`config.mk`:
```
export PLATFORM = sky130hd
export DESIGN_NAME = edc_diag_logger
export DESIGN_NICKNAME = d
export VERILOG_FILES = /design/src/rtl/edc_diag_pkg.sv /design/src/rtl/edc_err_capture.sv /design/src/rtl/edc_chk_latch.sv /design/src/rtl/edc_out_mux.sv /design/src/rtl/edc_diag_logger.sv
export SDC_FILE = /design/constraint.sdc
export NUM_CORES = 1
export LEC_CHECK = 0
export ABC_AREA = 1
export ABC_CLOCK_PERIOD_IN_PS = 1400
export BUFFER_PORTS_ARGS = -buffer_cell sky130_fd_sc_hd__buf_2
export CORE_UTILIZATION = 30
export CTS_CLUSTER_DIAMETER = 30
export DETAILED_ROUTE_END_ITERATION = 10
export PLACE_DENSITY = 0.52
export SYNTH_ARGS = -nofsm -noshare
export SYNTH_HDL_FRONTEND = slang
export SYNTH_SLANG_ARGS = --single-unit
```
`constraint.sdc`:
```
create_clock -name clk -period 1.4 [get_ports clk]
set_input_delay 0 -clock clk [delete_from_list [all_inputs] [get_ports clk]]
set_output_delay 0 -clock clk [all_outputs]
set_load 0.05 [all_outputs]
```
`src/rtl/edc_diag_pkg.sv`:
```
// Package: shared mode encoding for the EDC diagnostic logger.
// Assumes a 3-bit mode field; unlisted codes behave as normal mode.
package edc_diag_pkg;
    typedef enum logic [2:0] {
        MODE_NORMAL  = 3'b000,
        MODE_GEN_DET = 3'b001,
        MODE_ERR_OUT = 3'b010,
        MODE_DIAG    = 3'b011,
        MODE_CHK_INJ = 3'b100
    } edc_mode_e;

    localparam int TEST_W = 2;
endpackage

```
`src/rtl/edc_err_capture.sv`:
```
// Module: first-error record and saturating error counter.
// Assumes one qualified error per clock when smp=1 and err_n=0.
// Clear is synchronous and wins over a capture on the same edge.
module edc_err_capture #(
    parameter int DATA_W = 32,
    parameter int SYN_W  = 8,
    parameter int CNT_W  = 4
) (
    input  logic              clk,
    input  logic              rst_n,
    input  logic              clr_n,
    input  logic              smp,
    input  logic              err_n,
    input  logic              multi_err,
    input  logic [DATA_W-1:0] mem_data,
    input  logic [SYN_W-1:0]  syndrome,
    output logic [DATA_W-1:0] err_data,
    output logic [SYN_W-1:0]  err_syn,
    output logic [CNT_W-1:0]  err_cnt,
    output logic [1:0]        err_type
);
    localparam logic [CNT_W-1:0] CNT_MAX = {CNT_W{1'b1}};

    logic hit;
    logic first;
    logic wipe;

    // Qualify the error sample and detect the first error since clear.
    always_comb begin
        hit   = smp & ~err_n;
        first = hit && (err_cnt == '0);
        wipe  = ~rst_n | ~clr_n;
    end

    // Hold the uncorrected word of the first error.
    always_ff @(posedge clk) begin
        if (wipe)       err_data <= '0;
        else if (first) err_data <= mem_data;
    end

    // Hold the syndrome of the first error.
    always_ff @(posedge clk) begin
        if (wipe)       err_syn <= '0;
        else if (first) err_syn <= syndrome;
    end

    // Hold the single/multiple type of the first error.
    always_ff @(posedge clk) begin
        if (wipe)       err_type <= 2'b00;
        else if (first) err_type <= multi_err ? 2'b10 : 2'b01;
    end

    // Count errors, stopping at the all-ones value.
    always_ff @(posedge clk) begin
        if (wipe)                           err_cnt <= '0;
        else if (hit && err_cnt != CNT_MAX) err_cnt <= err_cnt + 1'b1;
    end
endmodule

```
`src/rtl/edc_chk_latch.sv`:
```
// Module: injection value latch and checkbit latch with source select.
// Assumes mem_latch_stb marks the edge at which checkbits are latched.
module edc_chk_latch #(
    parameter int CHK_W = 8
) (
    input  logic             clk,
    input  logic             rst_n,
    input  logic             inj_le,
    input  logic [CHK_W-1:0] inj_din,
    input  logic             mem_latch_stb,
    input  logic [CHK_W-1:0] mem_chk,
    input  logic             inject,
    output logic [CHK_W-1:0] inj_q,
    output logic [CHK_W-1:0] chk_q
);
    // Keep the last checkbit value offered by the system bus.
    always_ff @(posedge clk) begin
        if (!rst_n)      inj_q <= '0;
        else if (inj_le) inj_q <= inj_din;
    end

    // Latch checkbits from memory or, when injecting, from the bus latch.
    always_ff @(posedge clk) begin
        if (!rst_n)             chk_q <= '0;
        else if (mem_latch_stb) chk_q <= inject ? inj_q : mem_chk;
    end
endmodule

```
`src/rtl/edc_out_mux.sv`:
```
// Module: system-data output selection by mode, gated by output enable.
// Assumes the diagnostic fields fill DATA_W exactly.
module edc_out_mux
    import edc_diag_pkg::*;
#(
    parameter int DATA_W = 32,
    parameter int CHK_W  = 8,
    parameter int CNT_W  = 4
) (
    input  edc_mode_e         mode,
    input  logic              oe,
    input  logic [DATA_W-1:0] corr_data,
    input  logic [DATA_W-1:0] err_data,
    input  logic [CHK_W-1:0]  chk_q,
    input  logic [CHK_W-1:0]  part_chk,
    input  logic [CHK_W-1:0]  err_syn,
    input  logic [CNT_W-1:0]  err_cnt,
    input  logic [1:0]        err_type,
    output logic [DATA_W-1:0] sys_dout
);
    localparam int DIAG_W = 2 + TEST_W + CNT_W + 3 * CHK_W;

    logic [DIAG_W-1:0] diag_word;

    // Pack the diagnostic word; the test field reads as zero.
    always_comb begin
        diag_word = {err_type, {TEST_W{1'b0}}, err_cnt, err_syn, part_chk, chk_q};
    end

    // Choose the output source and apply the enable.
    always_comb begin
        sys_dout = '0;
        if (oe) begin
            unique case (mode)
                MODE_ERR_OUT: sys_dout = err_data;
                MODE_DIAG:    sys_dout = DATA_W'(diag_word);
                default:      sys_dout = corr_data;
            endcase
        end
    end
endmodule

```
`src/rtl/edc_diag_logger.sv`:
```
// Module: top of the EDC diagnostic logger.
// Records the first read error, counts errors, reads back the record
// and handles checkbit injection. Syndrome generation and correction are
// external; their results arrive as inputs.
module edc_diag_logger
    import edc_diag_pkg::*;
#(
    parameter int DATA_W = 32,
    parameter int CHK_W  = 8,
    parameter int CNT_W  = 4
) (
    input  logic              clk,
    input  logic              rst_n,
    input  logic              clr_n,
    input  logic              smp,
    input  logic              err_n,
    input  logic              multi_err,
    input  logic [DATA_W-1:0] mem_data,
    input  logic [DATA_W-1:0] corr_data,
    input  logic [CHK_W-1:0]  mem_chk,
    input  logic [CHK_W-1:0]  part_chk,
    input  logic [CHK_W-1:0]  syndrome,
    input  logic              mem_latch_stb,
    input  logic [CHK_W-1:0]  inj_din,
    input  logic              inj_le,
    input  logic [2:0]        mode,
    input  logic              oe,
    output logic [DATA_W-1:0] sys_dout,
    output logic [CHK_W-1:0]  chk_q,
    output logic              corr_inhibit
);
    edc_mode_e          mode_e;
    logic [DATA_W-1:0]  err_data;
    logic [CHK_W-1:0]   err_syn;
    logic [CNT_W-1:0]   err_cnt;
    logic [1:0]         err_type;
    logic [CHK_W-1:0]   inj_q;
    logic               inject;

    // Decode the mode field into its flags.
    always_comb begin
        mode_e       = edc_mode_e'(mode);
        inject       = (mode_e == MODE_CHK_INJ);
        corr_inhibit = (mode_e == MODE_GEN_DET);
    end

    edc_err_capture #(.DATA_W(DATA_W), .SYN_W(CHK_W), .CNT_W(CNT_W)) u_cap (
        .clk(clk), .rst_n(rst_n), .clr_n(clr_n), .smp(smp), .err_n(err_n),
        .multi_err(multi_err), .mem_data(mem_data), .syndrome(syndrome),
        .err_data(err_data), .err_syn(err_syn), .err_cnt(err_cnt),
        .err_type(err_type)
    );

    edc_chk_latch #(.CHK_W(CHK_W)) u_chk (
        .clk(clk), .rst_n(rst_n), .inj_le(inj_le), .inj_din(inj_din),
        .mem_latch_stb(mem_latch_stb), .mem_chk(mem_chk), .inject(inject),
        .inj_q(inj_q), .chk_q(chk_q)
    );

    edc_out_mux #(.DATA_W(DATA_W), .CHK_W(CHK_W), .CNT_W(CNT_W)) u_mux (
        .mode(mode_e), .oe(oe), .corr_data(corr_data), .err_data(err_data),
        .chk_q(chk_q), .part_chk(part_chk), .err_syn(err_syn),
        .err_cnt(err_cnt), .err_type(err_type), .sys_dout(sys_dout)
    );
endmodule

```
==> results_dict.tcl <==
set metrics [dict create \
    status "complete, no violations" \
    synth_area_leaders "dfxtp_1 (37%), nor2_1 (24%), nand2_1 (14%), o21ai_0 (6.2%), inv_1 (5.9%)" \
    crit_family "buffers and inverters" \
    grt_pass1_vias 3903 \
    fin_setup_tns_ns 0 \
    tightest_slew_ns 0.3789 \
    final_common_cell "nor2_1" \
    synth_cell_type_count 20 \
    cts_max_level 3 \
    synth_nets 671 \
    swShare_pct 30.28 \
    cp-end-kind "flip-flop" \
    dpl.hpwl_um 7184 \
    max_freq_mhz 759.9 \
    vdd_drop_max_v 0.0004926 \
    drive_gt1_share_pct 25.67 \
    cpPeakStageDelay_ns 0.35 \
    diodes 0 \
    crit_fanout 6 \
    hp-start "rst_n" \
    final_cells 919 \
    ff2ff_setup_slack_ns 0.08 \
    syn_to_final_growth_pct 58.55 \
    finalSetupViolCount 0 \
    cp_data_arrival_time_ns 1.58 \
    r2r-end "u_cap.err_data[0]" \
    criticalPathCategory "reg -> reg" \
    async_reset_ff_share_pct 0 \
    timing.final.crit_period_ns 1.316 \
    hold_viol 0 \
    dp.cells 831 \
    hold_end "u_cap.err_cnt[3]" \
    slowest_stage "dfxtp_2" \
    ys_seq_area_share_pct 37.45 \
    synth-edff-count 0 \
    reg2reg_depth 8 \
    drv_cap 0 \
    core_area_um2 10790 \
    syn_area_um2 3314 \
    viasPerCell 4.384 \
    route.detailed.drc 0 \
    synth_area_per_cell_um2 5.908 \
    antenna_found_initial 0 \
    pwr-share-seq_pct 38.8 \
    dieWidth_um 107.1 \
    layout_common_cells "nor2_1 (202), buf_2 (148), nand2_1 (123)" \
    p_per_area_nw_per_um2 922.7 \
    gr-total-overflow 0 \
    root_buffer "clkbuf_8" \
    cts.sinks 62 \
    power_mw 4.849 \
    finalMaxSlewViolations 0 \
    dieHeight_um 107.1 \
    design_area_um2 5255 \
    synthCells 561 \
    ys_seq_elements 62 \
    clockBufferDepth 2 \
    place_congestion 0.7725 \
    path_cells "inv_1, ha_4, nand2_2, nor2_4, buf_12, clkbuf_16, nor2_1, nor2_1" \
    intPower_mw 3.380 \
    combinationalPowerShare_pct 24.7 \
    relSlewSlack_pct 74.74 \
    synth_top_area_share_pct 37.45 \
    net-switching-power_mw 1.468 \
    routed_wl_um 11110 \
    holdPathStages 3 \
    firstDrtPassIters 6 \
    cpMostUsedCell "nor2_1" \
    critPathLaunch "u_cap.err_cnt[1]" \
    ios 149 \
    yosysWarnings 0 \
    io_buffers 148 \
    fin_crit_sh_pct 94.00 \
    cts_buffers 9 \
    vias 4029 \
    cp-start-kind "flip-flop" \
    placed_cell_area_um2 4240 \
    clk_latency_ns 0.34 \
    initial_utilization_pct 30.71 \
    row_count 38 \
    path_buf_inv 3 \
    drtAntennaViolNets 0 \
    grt_max_degree 42 \
    dieArea_um2 11470 \
    yosys.area.top_type "dfxtp_1" \
    power_leakage_nw 2.577 \
    skew_ns 0.01094 \
    critPathRequiredTime_ns 1.67 \
    grt_usage_pct 18.98 \
    wl_per_cell_um 12.09 \
    cts_tree "yes" \
    fin_nets 884 \
    hold_class "in -> reg" \
    clk_pin_slew_ns 0.07 \
    r2r_start "u_cap.err_cnt[1]" \
    ys.flop_type "dfxtp_1" \
    grt_pass1_wl_um 17370 \
    dr.first_iter.drc_count 158 \
    p_clk_share_pct 36.5 \
]
worst max-delay path by stage:
stage,end,slack [ns],cells after the start
finish,u_cap.err_data[0],0.08,8
floorplan,corr_inhibit,0.11,2
global placement,u_cap.err_data[16],0.14,7
global route,u_cap.err_data[8],-0.01,8
detailed placement,u_cap.err_cnt[1],0.06,6
CTS,u_cap.err_cnt[1],0.04,6
worst reg2reg max path: stages (launching register included):
cell and delay (ns):
dfxtp_2 0.35, inv_1 0.10, ha_4 0.15, nand2_2 0.06, nor2_4 0.16, buf_12 0.16
clkbuf_16 0.15, nor2_1 0.04, nor2_1 0.09
Yosys cell counts, types with 2 or more instances:
master / number
nor2_1: 210
nand2_1: 123
dfxtp_1: 62
inv_1: 52
o21ai_0: 41
nand3_1: 19
buf_2: 10
clkbuf_1: 10
o21ai_1: 9
a21oi_1: 4
buf_6: 4
buf_4: 3
nor2_2: 3
ha_1: 2
nand2_2: 2
nor2_4: 2
nor3_1: 2
power by group through the flow:
stage          clock [mW]  combinational, mW  sequential [mW]
2_1_floorplan           0              0.607             1.97
3_3_place_gp            0              0.993             1.92
3_5_place_dp            0              0.998             1.92
4_1_cts              1.83               1.15             1.88
5_1_grt              1.90               1.31             1.89
6_report             1.77               1.20             1.88
final cells by class:
class	instances	area, um2
Fill cell	1131	5538
Multi-Input combinational cell	418	1747
Timing Repair Buffer	230	1668
Sequential cell	62	1244
Inverter	53	198.9
Tap cell	140	175.2
Clock buffer	10	137.6
Clock inverter	6	85.08
cell families (layout without fill, tap and decap cells):
family	Yosys count	count (layout)	synth area share (%)
compound gates	54	54	8.154
fa+ha+maj	2	2	0.7549
buf+inv	81	299	10.83
flops	62	62	37.45
simple gates	362	362	42.81
metal layers:
| metal | up-vias | part of all wire, % | GRT usage [%] |
|---|---|---|---|
| met5 | - | 0 | 0 |
| met1 | 1779 | 45 | 22.33 |
| met2 | 119 | 46 | 33.32 |
| met4 | 0 | 1.3 | 6.164 |
| met3 | 14 | 7.2 | 4.985 |
| li1 | 2117 | - | - |
timing repair:
item,in CTS,in global routing
resized for setup,0,7
endpoints found under the hold margin,58,0
setup buffers,0,1
hold buffers,67,0
setup endpoints to repair,0,32
registers in the layout, indices dropped and copies added, names as in the netlist:
signal and flops:
u_cap.err_cnt 4, u_cap.err_type 2, u_chk.chk_q 8, u_cap.err_syn 8, u_cap.err_data 32, u_chk.inj_q 8
per-stage QoR:
step | hold slack [ns] | setup WS [ns] | utilization [%]
floorplan | 0.1349 | 0.1080 | -
global placement | 0.2243 | 0.1440 | 39.29
detailed placement | 0.2303 | 0.05743 | 39.29
CTS | 0.05878 | 0.04342 | 47.57
global route | 0.09219 | -0.01164 | 48.69
finish | 0.07432 | 0.08402 | 48.69
(Power assumes the default switching activity.)
